## src/rtl/dsa_pkg.sv

```systemverilog
package dsa_pkg;

  typedef struct packed {
    logic carry;
    logic sum;
  } fa_res_t;

  // one-bit full adder written as gate equations
  function automatic fa_res_t full_add(input logic x, input logic y, input logic cin);
    fa_res_t r;
    r.sum   = x ^ y ^ cin;
    r.carry = (x & y) | (cin & (x ^ y));
    return r;
  endfunction

endpackage

```

## src/rtl/dsa_carry_sel.sv

```systemverilog
module dsa_carry_sel (
  input  logic word_start,
  input  logic carry_stored,
  output logic carry_in
);
  // switch on the feedback edge: zero at the first digit of a word
  always_comb begin
    if (word_start) carry_in = 1'b0;
    else            carry_in = carry_stored;
  end
endmodule

```

## src/rtl/dsa_digit_slice.sv

```systemverilog
module dsa_digit_slice #(
  parameter int DIGIT_W = 2
) (
  input  logic [DIGIT_W-1:0] a,
  input  logic [DIGIT_W-1:0] b,
  input  logic               cin,
  output logic [DIGIT_W-1:0] sum,
  output logic [DIGIT_W:0]   lane_carry
);
  import dsa_pkg::*;

  assign lane_carry[0] = cin;

  for (genvar i = 0; i < DIGIT_W; i++) begin : g_lane
    fa_res_t res;
    always_comb res = full_add(a[i], b[i], lane_carry[i]);
    assign sum[i]          = res.sum;
    assign lane_carry[i+1] = res.carry;
  end
endmodule

```

## src/rtl/dsa_carry_reg.sv

```systemverilog
module dsa_carry_reg (
  input  logic clk,
  input  logic rst_n,
  input  logic d,
  output logic q
);
  always_ff @(posedge clk) begin
    if (!rst_n) q <= 1'b0;
    else        q <= d;
  end
endmodule

```

## src/rtl/digit_serial_adder.sv

```systemverilog
module digit_serial_adder #(
  parameter int WORD_W  = 4,
  parameter int DIGIT_W = 2
) (
  input  logic               clk,
  input  logic               rst_n,
  input  logic               word_start,
  input  logic [DIGIT_W-1:0] a_digit,
  input  logic [DIGIT_W-1:0] b_digit,
  output logic [DIGIT_W-1:0] sum_digit
);
  localparam int DIGITS_PER_WORD = WORD_W / DIGIT_W;
  localparam int EXT_W           = DIGIT_W + 1;

  // named internal events
  logic             carry_q;
  logic             carry_in_w;
  logic             carry_out_w;
  logic [DIGIT_W:0] lane_carry_w;

  dsa_carry_sel u_sel (
    .word_start   (word_start),
    .carry_stored (carry_q),
    .carry_in     (carry_in_w)
  );

  dsa_digit_slice #(.DIGIT_W(DIGIT_W)) u_slice (
    .a          (a_digit),
    .b          (b_digit),
    .cin        (carry_in_w),
    .sum        (sum_digit),
    .lane_carry (lane_carry_w)
  );

  assign carry_out_w = lane_carry_w[DIGIT_W];

  dsa_carry_reg u_creg (
    .clk   (clk),
    .rst_n (rst_n),
    .d     (carry_out_w),
    .q     (carry_q)
  );

  // ---------------- assertions ----------------
  logic [EXT_W-1:0] a_ext, b_ext;
  assign a_ext = {1'b0, a_digit};
  assign b_ext = {1'b0, b_digit};

  // first digit after reset sees no stored carry
  assert_reset_carry_R1: assert property (@(posedge clk) disable iff (!rst_n)
    (!$past(rst_n) && !word_start) |-> (sum_digit == DIGIT_W'(a_ext + b_ext)));

  // strobe forces a zero carry into bit 0
  assert_start_no_carry_R2: assert property (@(posedge clk) disable iff (!rst_n)
    word_start |-> (sum_digit == DIGIT_W'(a_ext + b_ext)));

  // previous top carry enters bit 0 when no strobe
  assert_carry_chain_R3: assert property (@(posedge clk) disable iff (!rst_n)
    ($past(rst_n) && !word_start) |->
      (sum_digit == DIGIT_W'(a_ext + b_ext + EXT_W'($past(carry_out_w)))));

  // in-cycle ripple gives the arithmetic sum of the digit
  assert_ripple_R4: assert property (@(posedge clk) disable iff (!rst_n)
    {carry_out_w, sum_digit} == (a_ext + b_ext + EXT_W'(carry_in_w)));

  // word width must be a whole number of digits
  initial assert_word_multiple: assert (DIGITS_PER_WORD * DIGIT_W == WORD_W);
endmodule

```

## config.mk

```make
export PLATFORM = sky130hd
export DESIGN_NAME = digit_serial_adder
export DESIGN_NICKNAME = d
export VERILOG_FILES = /design/src/rtl/dsa_pkg.sv /design/src/rtl/dsa_carry_sel.sv /design/src/rtl/dsa_digit_slice.sv /design/src/rtl/dsa_carry_reg.sv /design/src/rtl/digit_serial_adder.sv
export SDC_FILE = /design/constraint.sdc
export NUM_CORES = 1
export LEC_CHECK = 0
export BUFFER_PORTS_ARGS = -buffer_cell sky130_fd_sc_hd__clkbuf_2
export CORE_AREA = 3 3 40 42
export DETAILED_ROUTE_END_ITERATION = 12
export DIE_AREA = 0 0 43 45
export PLACE_DENSITY = 0.3
export SLEW_MARGIN = 20
export SYNTH_ARGS = -nofsm -noshare
export SYNTH_HDL_FRONTEND = slang
export SYNTH_SLANG_ARGS = --single-unit
```

## constraint.sdc

```tcl
create_clock -name clk -period 1.9 [get_ports clk]
set_input_delay 0.38 -clock clk [delete_from_list [all_inputs] [get_ports clk]]
set_output_delay 0.38 -clock clk [all_outputs]
set_load 0.005 [all_outputs]
```

* Word level (Yosys, flattened, before mapping) *
Index checks and enable logic that the tools add are counted.

storage, ports and cells
  flip-flop bits (word level) = 1
  input port bits = 7
  logic and storage cells = 12

operators by class
  bitwise logic cells = 10
  muxes and demuxes = 1

operator list
  cell               number
  1-bit AND          4
  1-bit XOR          4
  1-bit bitwise OR   2
  1-bit two-way mux  1

* Longest topological paths before layout *
  depth in word-level cells = 5
  gate-level depth with buffers = 5
  gate-level depth less buffers = 5

* Modules after synthesis *
From an unflattened synthesis, not the netlist that was laid out.

unflattened totals
  cells, all modules = 6
  area, all modules = 87.6 um^2

modules (own cells, without submodules)
  module           area each (um^2)  instances  cells an instance
  dsa_digit_slice  47.5              1          3
  dsa_carry_reg    26.3              1          2
  dsa_carry_sel    13.8              1          1

* Worst setup path after synthesis *
OpenSTA, ideal clock, no wires.

  path kind = input-to-output
  from = in a_digit[0]
  to = out sum_digit[1]
  slack = 0.214 ns
  stages = 4
  required time = 1.520 ns
  buffers on the path = 0
  data arrival time = 1.306 ns
  cells stage by stage = fa_1 inv_1 fa_1 inv_1

between the ends
  word-level cells in the longest chain between the ends = 4
  elaborated cells between the ends (all ways) = 5
  classes of those cells = bitwise: 5

RTL lines
  item                  RTL line                  RTL
  from (decl)           digit_serial_adder.sv:8   input logic [DIGIT_W-1:0] a_digit,
  1-bit XOR             dsa_pkg.sv:12             r.carry = (x & y) | (cin & (x ^ y));
  1-bit AND             dsa_pkg.sv:12
  1-bit bitwise OR (*)  dsa_pkg.sv:12
  1-bit XOR (*)         dsa_pkg.sv:11             r.sum = x ^ y ^ cin;
  to (decl)             digit_serial_adder.sv:10  output logic [DIGIT_W-1:0] sum_digit

Every way passes the cells marked *; elsewhere a longest branch is shown, timed or not.

* Final worst setup path *
  from = in b_digit[0]
  to = out sum_digit[1]

between the ends
  word-level cells in the longest chain between the ends = 4
  elaborated cells between the ends (all ways) = 5
  classes of those cells = bitwise: 5

RTL lines
  item                  RTL line                 RTL
  from (decl)           digit_serial_adder.sv:9  input logic [DIGIT_W-1:0] b_digit,
  1-bit XOR             dsa_pkg.sv:12
  1-bit AND             dsa_pkg.sv:12
  1-bit bitwise OR (*)  dsa_pkg.sv:12
  1-bit XOR (*)         dsa_pkg.sv:11

Marks and branches as above.

==> metrics.md <==
| Metric | Value |
|---|---|
| Vias per Instance | `2.406` |
| Post-synth top area share | `39.02%` |
| HP Class | `in2reg` |
| Part of the power in the clock network | `0%` |
| Clock skew | `0 ns` |
| Routed WL | `215 µm` |
| Sequential power share | `41.3%` |
| Largest cells by area after synthesis | `fa_1, nor2b_4, dfxtp_1` |
| Setup violators final | `0` |
| Area leader, netlist | `fa_1` |
| CP max stage cell | `fa_1` |
| First-pass detailed-route iteration total | `1` |
| Layout overhead on the synthesized area | `68.29%` |
| Synth Cell Area | `102.6 µm²` |
| Ant diodes | `0` |
| Sequential-to-total area share from yosys stat | `19.51%` |
| Antenna violations before repair | `0` |
| Violation count after the first detailed-route iteration | `0` |
| Sw frac | `24.92%` |
| Synth warn | `0` |
| Placed Area | `161.4 µm²` |
| Layout cells sized above 1 | `70.59%` |
| CP max stage delay | `0.39 ns` |
| Status | `finished, final reports clean` |
| #FFs+latches synth | `1` |
| Static Leak | `0.00008806 µW` |
| Reg with most FFs | `u_creg.q` |
| Num rows | `13` |
| Crit path cell chain | `buf_6 > fa_2 > inv_2 > fa_1 > inv_1 > clkbuf_2` |
| Max Freq | `544.9 MHz` |
| Combinational Power Share | `58.7%` |
| Hold WS | `0.6115 ns` |
| DRT antenna net count | `0` |
| Pre-CTS setup slack | `-0.008639 ns` |
| Core Region | `1285 µm²` |
| Routed vias | `77` |
| Largest net degree at the start of global routing | `2` |
| Drt wl/cell | `6.719 µm` |
| Top Family by Delay on Critical Path | `adder cells` |
| Die area | `1935 µm²` |
| First-pass GRT wire length | `407 µm` |
| RSZ-0062 raised after global routing | `false` |
| Critical path startpoint category | `input port` |
| Avg Inst Size Synth | `11.40 µm²` |
| IO Port Bufs | `8` |
| FF-to-FF setup slack | `0.69 ns` |
| Slew margin rel. | `92.49%` |
| Worst setup margin | `0.06470 ns` |
| Peak supply drop | `0.07521 mV` |
| Gr usage total | `2.581%` |
| Slew Viols, Final | `0` |
| Worst Path Required | `1.52 ns` |
| Biggest regs | `u_creg.q x1` |
| Least-Margin Pin Slew | `0.1124 ns` |
| DRC errors left | `0` |
| Die W | `43 µm` |
| Net Sw Power | `13.95 µW` |
| Max FFs per register | `1` |
| Pint | `42.02 µW` |
| Critical path class | `in2out` |
| Post-synthesis instance total | `9` |
| P per Cell Area | `324.1 nW/µm²` |
| Vias in the first global route | `107` |
| Final #Nets | `28` |
| Post-route clock period utilization | `96.59%` |
| CP Capture Type | `output pin` |
| Number of buffers and inverters on the critical path | `4` |
| Final Hold Fails | `0` |
| Clock latency on the worst-skew pair | `0 ns` |
| TNS Setup | `0 ns` |
| Number of fill cells in the layout | `148` |
| Starting density of the core | `7.984%` |
| Distinct cells, synth | `4` |
| Commonest cells after routing, fill and taps aside | `clkbuf_2, inv_1, nor2b_4` |
| CTS clock-pin slew for the worst setup and hold paths | `0 ns` |
| Commonest non-fill, non-tap cell in the layout | `clkbuf_2` |
| Post-route cell area | `172.7 µm²` |
| Worst path arrival time | `1.46 ns` |
| Chip Height | `45 µm` |
| Max-cap violations | `0` |
| CP Max Fanout | `1` |
| Net Count, Synth | `18` |
| Clock period minus final worst setup slack | `1.835 ns` |
| GP Congestion | `0.6521` |
| Num ports | `9` |
| Residual overflow from global routing | `0` |
## power by group through the flow
stage / logic (µW) / clock network (µW) / registers (µW)
floorplan: 15.5 / 0 / 23.1
global placement: 29.9 / 0 / 23.1
detailed placement: 31.0 / 0 / 23.2
CTS: 31.5 / 0 / 23.2
global route: 38.3 / 0 / 23.3
finish: 32.8 / 0 / 23.1
## Yosys cell counts
library cell,n
fa_1,2
dfxtp_1,1
nor2b_4,2
inv_1,4
## what timing repair did
action                                  4_1_cts  5_1_grt
endpoints found under the setup margin        1        1
gates resized for setup                       1        4
hold buffers                                  0        0
buffers inserted                              0        0
pin swaps                                     1        2
## metrics by stage
stage          std cells  util (%)  total power [µW]
4_1_cts               32     12.76             54.62
5_1_grt               32     13.44             61.65
3_3_place_gp          32     12.56             53.03
3_5_place_dp          32     12.56             54.14
2_1_floorplan          9         -             38.64
6_report              32     13.44             55.96
## path summary, 6_finish.rpt
check / start / endpoint / cells after the start
worst max-delay path: b_digit[0] / sum_digit[1] / 6
worst max register to register: u_creg.q / u_creg.q / 5
worst min register to register: u_creg.q / u_creg.q / 5
worst min-delay path: rst_n / u_creg.q / 2
## kinds of logic after synthesis
group	synth area share, %
adders and majority gates	39.03
buffers and inverters	14.63
DFF	19.51
and+or+nand+nor	26.83
## layout make-up
type                            count  area [µm²]  share of cell area (%)
Sequential cell                     1       20.02                   11.59
Inverter                            4       15.01                   8.696
Multi-Input combinational cell      4       70.07                   40.58
Tap cell                           15       18.77                   10.87
Timing Repair Buffer                8       48.80                   28.26
## routing by layer
metal  global-route usage (%)  vias to the layer above  wire, µm
met5                        0                        -         0
met1                    3.855                       29       108
met2                    3.593                        9        60
li1                         -                       39         -
met4                        0                        0         0
met3                    1.195                        0        46
No activity file was read; power rests on OpenSTA's default activity.
